File: src/rtl/cdt_pkg.sv
package cdt_pkg;

    typedef enum logic {
        ST_STOP = 1'b0,
        ST_RUN  = 1'b1
    } run_st_e;

endpackage

File: src/rtl/cdt_hold.sv
module cdt_hold #(
    parameter int BYTE_W = 8,
    parameter int LANES  = 2,
    localparam int CNT_W = BYTE_W * LANES
) (
    input  logic              clk,
    input  logic              rst_n,
    input  logic              wr_lo,
    input  logic              wr_hi,
    input  logic [BYTE_W-1:0] wr_data,
    input  logic              rd_lo,
    input  logic              rd_hi,
    input  logic [CNT_W-1:0]  cnt,
    output logic [CNT_W-1:0]  hold,
    output logic [BYTE_W-1:0] rd_data
);

    logic [LANES-1:0]  wr_en;
    logic [BYTE_W-1:0] shadow_q;

    assign wr_en = {wr_hi, wr_lo};

    // one holding byte per write lane
    for (genvar lane = 0; lane < LANES; lane++) begin : g_lane
        always_ff @(posedge clk) begin
            if (!rst_n) begin
                hold[lane*BYTE_W +: BYTE_W] <= '0;
            end else if (wr_en[lane]) begin
                hold[lane*BYTE_W +: BYTE_W] <= wr_data;
            end
        end
    end

    // high byte frozen on a low-byte read
    always_ff @(posedge clk) begin
        if (!rst_n) begin
            shadow_q <= '0;
        end else if (rd_lo) begin
            shadow_q <= cnt[CNT_W-1 -: BYTE_W];
        end
    end

    always_comb begin
        if (rd_lo) begin
            rd_data = cnt[BYTE_W-1:0];
        end else if (rd_hi) begin
            rd_data = shadow_q;
        end else begin
            rd_data = '0;
        end
    end

    assert_shadow_R2: assert property (@(posedge clk) disable iff (!rst_n)
        (rd_lo ##1 (rd_hi && !rd_lo)) |-> rd_data == $past(cnt[CNT_W-1 -: BYTE_W]));

endmodule

File: src/rtl/cdt_prescale.sv
module cdt_prescale #(
    parameter int SLOW_DIV = 16,
    parameter int FAST_DIV = 2,
    localparam int PRE_W  = $clog2(SLOW_DIV),
    localparam int FAST_W = (FAST_DIV > 1) ? $clog2(FAST_DIV) : 1
) (
    input  logic clk,
    input  logic rst_n,
    input  logic active,
    input  logic clr,
    input  logic fast,
    output logic tick
);

    logic [PRE_W-1:0] pre_q;
    logic             slow_hit;
    logic             fast_hit;

    assign slow_hit = (pre_q == PRE_W'(SLOW_DIV - 1));
    assign fast_hit = (pre_q[FAST_W-1:0] == FAST_W'(FAST_DIV - 1));
    assign tick     = active && !clr && (fast ? fast_hit : slow_hit);

    always_ff @(posedge clk) begin
        if (!rst_n) begin
            pre_q <= '0;
        end else if (clr) begin
            pre_q <= '0;
        end else if (active) begin
            pre_q <= pre_q + 1'b1;
        end
    end

    assert_pre_restart_R3: assert property (@(posedge clk) disable iff (!rst_n)
        clr |=> (pre_q == '0));

    assert_pre_hold_R4: assert property (@(posedge clk) disable iff (!rst_n)
        (!active && !clr) |=> $stable(pre_q));

endmodule

File: src/rtl/cdt_count.sv
module cdt_count #(
    parameter int CNT_W = 16
) (
    input  logic             clk,
    input  logic             rst_n,
    input  logic             ld_exec,
    input  logic             tick,
    input  logic [CNT_W-1:0] hold,
    input  logic             run,
    input  logic             to_clr,
    output logic [CNT_W-1:0] cnt,
    output logic             to_flag
);

    logic timeout;

    assign timeout = tick && (cnt == '0);

    always_ff @(posedge clk) begin
        if (!rst_n) begin
            cnt <= '0;
        end else if (ld_exec || timeout) begin
            cnt <= hold;
        end else if (tick) begin
            cnt <= cnt - 1'b1;
        end
    end

    // a fresh time-out outranks any clear
    always_ff @(posedge clk) begin
        if (!rst_n) begin
            to_flag <= 1'b0;
        end else if (timeout) begin
            to_flag <= 1'b1;
        end else if (to_clr || !run) begin
            to_flag <= 1'b0;
        end
    end

    assert_load_R3: assert property (@(posedge clk) disable iff (!rst_n)
        ld_exec |=> cnt == $past(hold));

    assert_idle_R4: assert property (@(posedge clk) disable iff (!rst_n)
        (!tick && !ld_exec) |=> $stable(cnt));

    assert_reload_R7: assert property (@(posedge clk) disable iff (!rst_n)
        (timeout && !ld_exec) |=> (to_flag && cnt == $past(hold)));

    assert_clear_R8: assert property (@(posedge clk) disable iff (!rst_n)
        ((to_clr || !run) && !timeout) |=> !to_flag);

    assert_win_R9: assert property (@(posedge clk) disable iff (!rst_n)
        (timeout && to_clr) |=> to_flag);

endmodule

File: src/rtl/cdt_timer.sv
module cdt_timer
    import cdt_pkg::*;
#(
    parameter int BYTE_W   = 8,
    parameter int SLOW_DIV = 16,
    parameter int FAST_DIV = 2,
    localparam int LANES   = 2,
    localparam int CNT_W   = BYTE_W * LANES
) (
    input  logic              clk,
    input  logic              rst_n,
    input  logic              wr_lo,
    input  logic              wr_hi,
    input  logic [BYTE_W-1:0] wr_data,
    input  logic              rd_lo,
    input  logic              rd_hi,
    output logic [BYTE_W-1:0] rd_data,
    input  logic              run,
    input  logic              load_req,
    input  logic              fast_sel,
    input  logic              to_clr,
    output logic              ld_pend,
    output logic              to_flag,
    output logic              irq
);

    run_st_e          st_q;
    run_st_e          st_d;
    logic             active;
    logic             tick;
    logic [CNT_W-1:0] hold;
    logic [CNT_W-1:0] cnt;

    // state register
    always_ff @(posedge clk) begin
        if (!rst_n) begin
            st_q <= ST_STOP;
        end else begin
            st_q <= st_d;
        end
    end

    // next state: start / halt
    always_comb begin
        st_d = st_q;
        unique case (st_q)
            ST_STOP: if (run)  st_d = ST_RUN;
            ST_RUN:  if (!run) st_d = ST_STOP;
            default: st_d = ST_STOP;
        endcase
    end

    // state-dependent outputs
    always_comb begin
        active = 1'b0;
        unique case (st_q)
            ST_STOP: active = 1'b0;
            ST_RUN:  active = run;
            default: active = 1'b0;
        endcase
    end

    // self-clearing load bit
    always_ff @(posedge clk) begin
        if (!rst_n) begin
            ld_pend <= 1'b0;
        end else begin
            ld_pend <= load_req;
        end
    end

    cdt_hold #(
        .BYTE_W (BYTE_W),
        .LANES  (LANES)
    ) hold_i (
        .clk     (clk),
        .rst_n   (rst_n),
        .wr_lo   (wr_lo),
        .wr_hi   (wr_hi),
        .wr_data (wr_data),
        .rd_lo   (rd_lo),
        .rd_hi   (rd_hi),
        .cnt     (cnt),
        .hold    (hold),
        .rd_data (rd_data)
    );

    cdt_prescale #(
        .SLOW_DIV (SLOW_DIV),
        .FAST_DIV (FAST_DIV)
    ) pre_i (
        .clk    (clk),
        .rst_n  (rst_n),
        .active (active),
        .clr    (ld_pend),
        .fast   (fast_sel),
        .tick   (tick)
    );

    cdt_count #(
        .CNT_W (CNT_W)
    ) cnt_i (
        .clk     (clk),
        .rst_n   (rst_n),
        .ld_exec (ld_pend),
        .tick    (tick),
        .hold    (hold),
        .run     (run),
        .to_clr  (to_clr),
        .cnt     (cnt),
        .to_flag (to_flag)
    );

    assign irq = to_flag;

    assert_start_R4: assert property (@(posedge clk) disable iff (!rst_n)
        (st_q == ST_STOP) |-> !tick);

    assert_ldclr_R3: assert property (@(posedge clk) disable iff (!rst_n)
        (ld_pend && !load_req) |=> !ld_pend);

endmodule

File: config.mk
export PLATFORM = sky130hd
export DESIGN_NAME = cdt_timer
export DESIGN_NICKNAME = d
export VERILOG_FILES = /design/src/rtl/cdt_pkg.sv /design/src/rtl/cdt_hold.sv /design/src/rtl/cdt_prescale.sv /design/src/rtl/cdt_count.sv /design/src/rtl/cdt_timer.sv
export SDC_FILE = /design/constraint.sdc
export NUM_CORES = 1
export LEC_CHECK = 0
export ABC_AREA = 1
export CAP_MARGIN = 25
export CORE_MARGIN = 2
export CORE_UTILIZATION = 33
export CTS_BUF_LIST = sky130_fd_sc_hd__clkbuf_4 sky130_fd_sc_hd__clkbuf_8
export DETAILED_ROUTE_END_ITERATION = 8
export PLACE_DENSITY_LB_ADDON = 0.25
export SYNTH_ARGS = -nofsm -noshare
export SYNTH_HDL_FRONTEND = slang
export SYNTH_SLANG_ARGS = --single-unit
File: constraint.sdc
create_clock -name clk -period 4.8 [get_ports clk]
set_input_delay 0.48 -clock clk [delete_from_list [all_inputs] [get_ports clk]]
set_output_delay 0.48 -clock clk [all_outputs]
set_load 0.02 [all_outputs]
---- After elaboration in Yosys (flattened, before gate mapping) ----
Cells that the tools add are included.
storage, ports and cells
  output and inout bits ................... 11
  register bits ........................... 47
  logic and storage cells ................. 33
  input port bits ......................... 18
operators by class
  mux-type cells .......................... 9
  $add $sub $neg .......................... 2
  reductions and logical operators ........ 11
  eq/ne operators ......................... 1
  bitwise gates (word level) .............. 2
operators by type and width
  cell                   number
  $mux 16                2
  $logic_not 16->1       1
  $mux 8                 2
  $sub 16x1->16 const B  1
  $add 4x1->4 const B    1
  $eq 4x4->1 const B     1
  $mux 1                 4
  $reduce_bool 2->1      2
  $logic_and 1x1->1      3
  $logic_not 1->1        2
  $logic_or 1x1->1       2
  $not 1->1              2
  $pmux 1 s2             1
  $reduce_or 2->1        1

---- Depth between registers and ports, before layout ----
Gate-level depths: netlist (run 1).
  depth after elaboration ................. 7
  mapped depth ............................ 12
  mapped depth without buffers ............ 12

---- Modules after synthesis ----
Synthesis (run 1) repeated with hierarchy kept, for this count alone.
second synthesis, totals
  cells, all modules ...................... 401
  area total of the unflattened synthesis .. 2,565.0 µm²
by module, submodules not included
  module        area an instance (µm²)  instances  cells each  sequential area each (µm²)
  cdt_count     1,221.2                 1          205         340.3
  cdt_hold      1,067.3                 1          156         480.5
  cdt_prescale  206.4                   1          31          80.1
  cdt_timer     70.1                    1          9           40.0

---- Worst setup path after synthesis (run 1) ----
Ideal clock, no wire load.
  path kind ............................... in2out
  from .................................... in rd_lo
  to ...................................... out rd_data[5]
  arrival time ............................ 1.530 ns
  data required time ...................... 4.320 ns
  stages .................................. 5
  buffers on the path ..................... 2
  path slack .............................. 2.790 ns
  cell sequence ........................... clkbuf_1 -> inv_1 -> clkbuf_1 -> nand2_1 -> o22ai_1
on the way
  longest elaborated chain between the ends .. 1
RTL lines
  item         RTL line         text
  from (decl)  cdt_timer.sv:15  input logic rd_lo,
  $mux 8       cdt_hold.sv:44   if (rd_lo) begin
  to (decl)    cdt_timer.sv:17  output logic [BYTE_W-1:0] rd_data,
Every way passes these cells.

---- Final worst setup path (run 1) ----
Same ends and word-level chain as after synthesis.

==> results.toml, run 1 <==
[status]
status = "complete, no violations"

[power]
powerDensity_nw_per_um2 = 320
p_leak_uw = 0.00133
max-vdd-ir-drop_mv = 0.159

[placed_design]
place_inst = 492
gp_congestion = 0.862
hpwl_microns = 4370
port_buffers = 28

[global_routing]
antenna_found_initial = 0
grt_pass1_vias = 2075
grt-ovfl-total = 0
grt_max_degree = 32
grt_usage_pct = 14.9
grt_first_pass_wirelength_microns = 9840

[sta]
setup_tns_ps = 0
slew_violations = 0
finalSetupViolCount = 0
fin_skew_ps = 15.5
fin_crit_ps = 2770
rsz0062_at_grt = "no"
hold_viol_final = 0
slew_headroom_pct = 65.5
period_share_pct = 57.8
tightest_slew_ps = 516
timing.fmax_mhz = 360

[route]
drc = 0
ant_nets = 0
wl_per_cell_microns = 11.8
drtPass1Iterations = 4
route.vias.total = 2343
vias_per_cell = 4.69
routed_wl_microns = 5900
drt_iter0_markers = 173

[logic_synthesis]
synth_nets = 395
ys_ff_latch = 47
synthAdderAreaFrac_pct = 1.03
syn_area_sq_um = 2430
synth_commonest_cells = "103 x nand2_1, 69 x nor2_1, 47 x dfxtp_1"
async_reset_ff_share_pct = 0
synthFlopType = "dfxtp_1"
ys_seq_area_share_pct = 38.6
synth_compound_area_share_pct = 11.3
ys_warn_count = 0
synth_edf_count = 0
synth_cell_types = 30
synthCells = 375
synth_largest_area_cell = "dfxtp_1"
synth.area.mux_share_pct = 0
synth_xor_xnor_area_share_pct = 1.44
avgSynthCellArea_sq_um = 6.49
yosysMostFrequentCell = "nand2_1"
synth_top_area_share_pct = 38.6
synth_top_family_by_area = "simple AND/OR/NAND/NOR gates"
synth_simple_gate_area_share_pct = 38.0
synthTopCellsByArea = "dfxtp_1 39%, nand2_1 16%, nor2_1 11%"

[cts]
clockRootBuffer = "clkbuf_8"
tritoncts = "built"
ctsHoldBuffers = 0
clk_path_buf_depth = 2
cts_made_buffers = 5
cts_setup_buffers = 0
cts.reportedPaths.clkPinSlew_ps = 90
clock_latency_ps = 300
htree_levels = 2
clock_sinks = 47
cts_resized = 0

[floorplan]
core_area_sq_um = 7210
dieArea_sq_um = 8080
ios = 29
dieWidth_microns = 89.9
start_util_pct = 33.7
die_h_microns = 89.9
num_rows = 31

[flow_run]
max-cap-violations = 0

[setup_path]
worstPathMaxFanout = 16
worstPathRequired_ps = 4320
critPathLaunchType = "input pin"
rr_endpoint = "cnt_i.cnt[3]"
crit_type = "input pin to output pin"
cp_data_arrival_time_ps = 2290
reg2reg_depth = 10
r2r_start = "cnt_i.cnt[0]"
r2r_slack_ps = 2760
end_kind = "output pin"

[cells_and_area]
fillers = 802
seq_area_sq_um = 941
diodes = 0
fin_cells = 500
fin_util_pct = 40.4
drive_above_1_share_pct = 6.23
multi_input_area_sq_um = 1260
fin_nets = 420
syn_to_final_growth_pct = 19.7

[worst_hold_path]
min_to = "hold_i.hold[11]"
hold_start = "hold_i.hold[11]"
hp-class = "register to register"
whs_path_depth = 2
[sequential cells by signal (all words and copies together) (netlist names)]
| register | cells |
|---|---|
| cnt_i.to_flag | 1 |
| pre_i.pre_q | 4 |
| ld_pend | 1 |
| hold_i.shadow_q | 8 |
| cnt_i.cnt | 16 |
| hold_i.hold | 16 |
| st_q | 1 |
[per-stage QoR]
step	setup WS [ps]	instance area, sq um	hold WS, ps	total power [uW]
final	2030	2920	462	933
after detailed placement	2020	2780	454	591
after global placement	2080	2780	447	590
after floorplan	2790	2430	434	544
after CTS	2020	2920	467	946
after global routing	1860	2920	502	983
[layer usage]
| layer | up-vias | share of wire, % | global-route usage (%) | wire length (microns) |
|---|---|---|---|---|
| li1 | 1236 | - | - | - |
| met1 | 1030 | 50 | 21.5 | 2980 |
| met2 | 69 | 42 | 21.8 | 2460 |
| met3 | 8 | 6.0 | 2.93 | 351 |
| met4 | 0 | 1.9 | 6.28 | 111 |
| met5 | - | 0 | 0 | 0 |
[worst max-delay path, stage by stage]
cell,delay [ps]
clkdlybuf4s50_1,550
inv_1,370
nand2_1,130
o22ai_1,140
clkdlybuf4s50_1,630
[layout by cell type, fill, tap and decap left out, drive strengths merged, types with 2 or more instances in the layout]
| cell | n |
|---|---|
| nand2 | 107 |
| nor2 | 73 |
| dfxtp | 47 |
| inv | 43 |
| clkdlybuf4s50 | 28 |
| nand3 | 24 |
| o21ai | 23 |
| a21oi | 18 |
| o22ai | 8 |
| nand4 | 6 |
| clkbuf | 6 |
| xor2 | 4 |
| nand3b | 2 |
| nor3 | 2 |
| ha | 2 |
| bufinv | 2 |
[area by class of cell]
| cell class | instances | area share [%] |
|---|---|---|
| clock buffer | 6 | 2.62 |
| timing repair buffer | 29 | 9.87 |
| inverter | 44 | 5.71 |
| multi-input combinational | 273 | 43.2 |
| clock inverter | 2 | 2.06 |
| sequential | 47 | 32.3 |
| tap | 99 | 4.25 |
[kinds of logic (layout without fill, tap and decap cells)]
group / after synthesis / in the layout
buffers and inverters: 55 / 81
and+or+nand+nor: 217 / 217
xor gates and xnor gates: 4 / 4
adders and majority gates: 2 / 2
AOI/OAI and AO/OA: 50 / 50
DFF: 47 / 47
[worst max-delay path by stage]
stage / from / endpoint / slack [ps] / depth (start not counted)
finish: rd_lo / rd_data[5] / 2030 / 5
CTS: rd_lo / rd_data[5] / 2020 / 5
floorplan: rd_lo / rd_data[5] / 2790 / 5
global placement: rd_lo / rd_data[5] / 2080 / 5
detailed placement: rd_lo / rd_data[5] / 2020 / 5
global route: rd_lo / rd_data[1] / 1860 / 5
[power by group]
part / total [uW] / leakage, uW / internal (uW) / switching (uW)
clock: 350 / 0.0000688 / 214 / 136
combinational: 158 / 0.000877 / 60.2 / 98.1
sequential: 424 / 0.000385 / 409 / 15.6
No activity file was read; power rests on OpenSTA's default activity.
==> run 2: changes to the inputs <==
Clock period 4.8 ns to 2.49 ns, I/O delays scaled along.
==> results.toml, run 2 (synthesis results as in run 1) <==
[setup_path]
cp_cell_sequence = "clkdlybuf4s50_1 -> inv_1 -> nand2_1 -> o22ai_1 -> clkdlybuf4s50_1"
cp_slowest_cell = "clkdlybuf4s50_1"
critical_path.most_common_cell = "clkdlybuf4s50_1"
critPathLaunchType = "input pin"
end_kind = "output pin"
worstPathRequired_ps = 2240
cp_data_arrival_time_ps = 1880
cp_slowest_stage_delay_ps = 620
critical_path.startpoint = "rd_lo"
r2r_start = "cnt_i.cnt[0]"
crit_type = "input pin to output pin"
r2r_slack_ps = 590
worstPathMaxFanout = 16

[route]
routed_wl_microns = 5830
drtPass1Iterations = 5
drt_iter0_markers = 132
route.vias.total = 2294
vias_per_cell = 4.57
drc = 0
wl_per_cell_microns = 11.6
ant_nets = 0

[cts]
tritoncts = "built"
cts_setup_buffers = 0
ctsHoldBuffers = 0
htree_levels = 2
cts_made_buffers = 5
clockRootBuffer = "clkbuf_8"
cts_resized = 0
clock_latency_ps = 310
clock_sinks = 47
cts.reportedPaths.clkPinSlew_ps = 90
clk_path_buf_depth = 2

[floorplan]
num_rows = 31
ios = 29
dieWidth_microns = 89.9
die_h_microns = 89.9
core_area_sq_um = 7210
dieArea_sq_um = 8080
start_util_pct = 33.7

[global_routing]
grt_pass1_vias = 2029
grt_usage_pct = 14.5
grt_first_pass_wirelength_microns = 9630
grt-ovfl-total = 0
grt_max_degree = 32
antenna_found_initial = 0

[cells_and_area]
fin_nets = 422
diodes = 0
layout_common_cells = "103 x nand2_1, 69 x nor2_1, 47 x dfxtp_1"
syn_to_final_growth_pct = 19.5
largestRegisters = "cnt_i.cnt (16), hold_i.hold (16), hold_i.shadow_q (8)"
mostFrequentLayoutCell = "nand2_1"
drive_above_1_share_pct = 6.70
final_cell_area_sq_um = 2910
fillers = 791

[power]
p_leak_uw = 0.00133
max-vdd-ir-drop_mv = 0.233
powerDensity_nw_per_um2 = 587

[sta]
fin_crit_ps = 2130
tightest_slew_ps = 457
period_share_pct = 85.6
setup_tns_ps = 0
timing.fmax_mhz = 469
slew_violations = 0
finalSetupViolCount = 0
fin_skew_ps = 15.8
slew_headroom_pct = 69.5
rsz0062_at_grt = "no"
hold_viol_final = 0

[worst_hold_path]
hp-class = "register to register"
hold_start = "hold_i.hold[11]"

[placed_design]
hpwl_microns = 4330
gp_congestion = 0.876
port_buffers = 28
place_area_sq_um = 2790

[flow_run]
max-cap-violations = 0

[status]
status = "complete, no violations"
==> run 2: cell types whose count changed in the layout (fill, tap and decap cells not counted) <==
cell | previous run | this run
buf_4 | 1 | 3
clkinv_4 | 0 | 1
clkbuf_4 | 1 | 0
bufinv_16 | 2 | 1
inv_6 | 0 | 1
==> run 2: path summary, 6_finish.rpt <==
kind / depth (start not counted) / to
worst max-delay path: 5 / rd_data[1]
worst min-delay path: 2 / hold_i.hold[11]
worst max register to register: 11 / cnt_i.cnt[15]
worst min register to register: 2 / hold_i.hold[11]
==> run 2: through the flow <==
step | worst slack (ps) | cells | power, uW | hold WS (ps) | utilization (%)
floorplan | 829 | 375 | 1050 | 342 | -
global placement | 405 | 494 | 1140 | 446 | 38.7
detailed placement | 355 | 494 | 1140 | 449 | 38.7
CTS | 339 | 502 | 1730 | 462 | 40.3
global route | 214 | 502 | 1800 | 468 | 40.3
finish | 358 | 502 | 1710 | 460 | 40.3
==> run 2: where the power goes <==
part	internal (uW)	switching (uW)
logic	118	192
clock network	305	278
registers	788	28.7
total	1210	498
==> run 2: area by class of cell <==
type / instances / area (sq um) / share of cell area (%)
Multi-Input combinational cell: 273 / 1260 / 43.3
Clock buffer: 5 / 68.8 / 2.36
Inverter: 44 / 166 / 5.72
Clock inverter: 3 / 47.5 / 1.63
Timing Repair Buffer: 31 / 303 / 10.4
Sequential cell: 47 / 941 / 32.3
Tap cell: 99 / 124 / 4.26
==> run 2: per-layer routing <==
layer,up-vias,GRT usage (%),routed length (microns)
met2,57,22.0,2530
li1,1239,-,-
met1,994,20.5,2910
met4,0,4.23,57
met3,4,3.52,333
met5,-,0,0
==> run 2: critical path: cells and delay by family <==
| kind | cells | cell delay [ps] |
|---|---|---|
| buffers and inverters | 3 | 1350 |
| AOI/OAI and AO/OA | 1 | 130 |
| and+or+nand+nor | 1 | 140 |
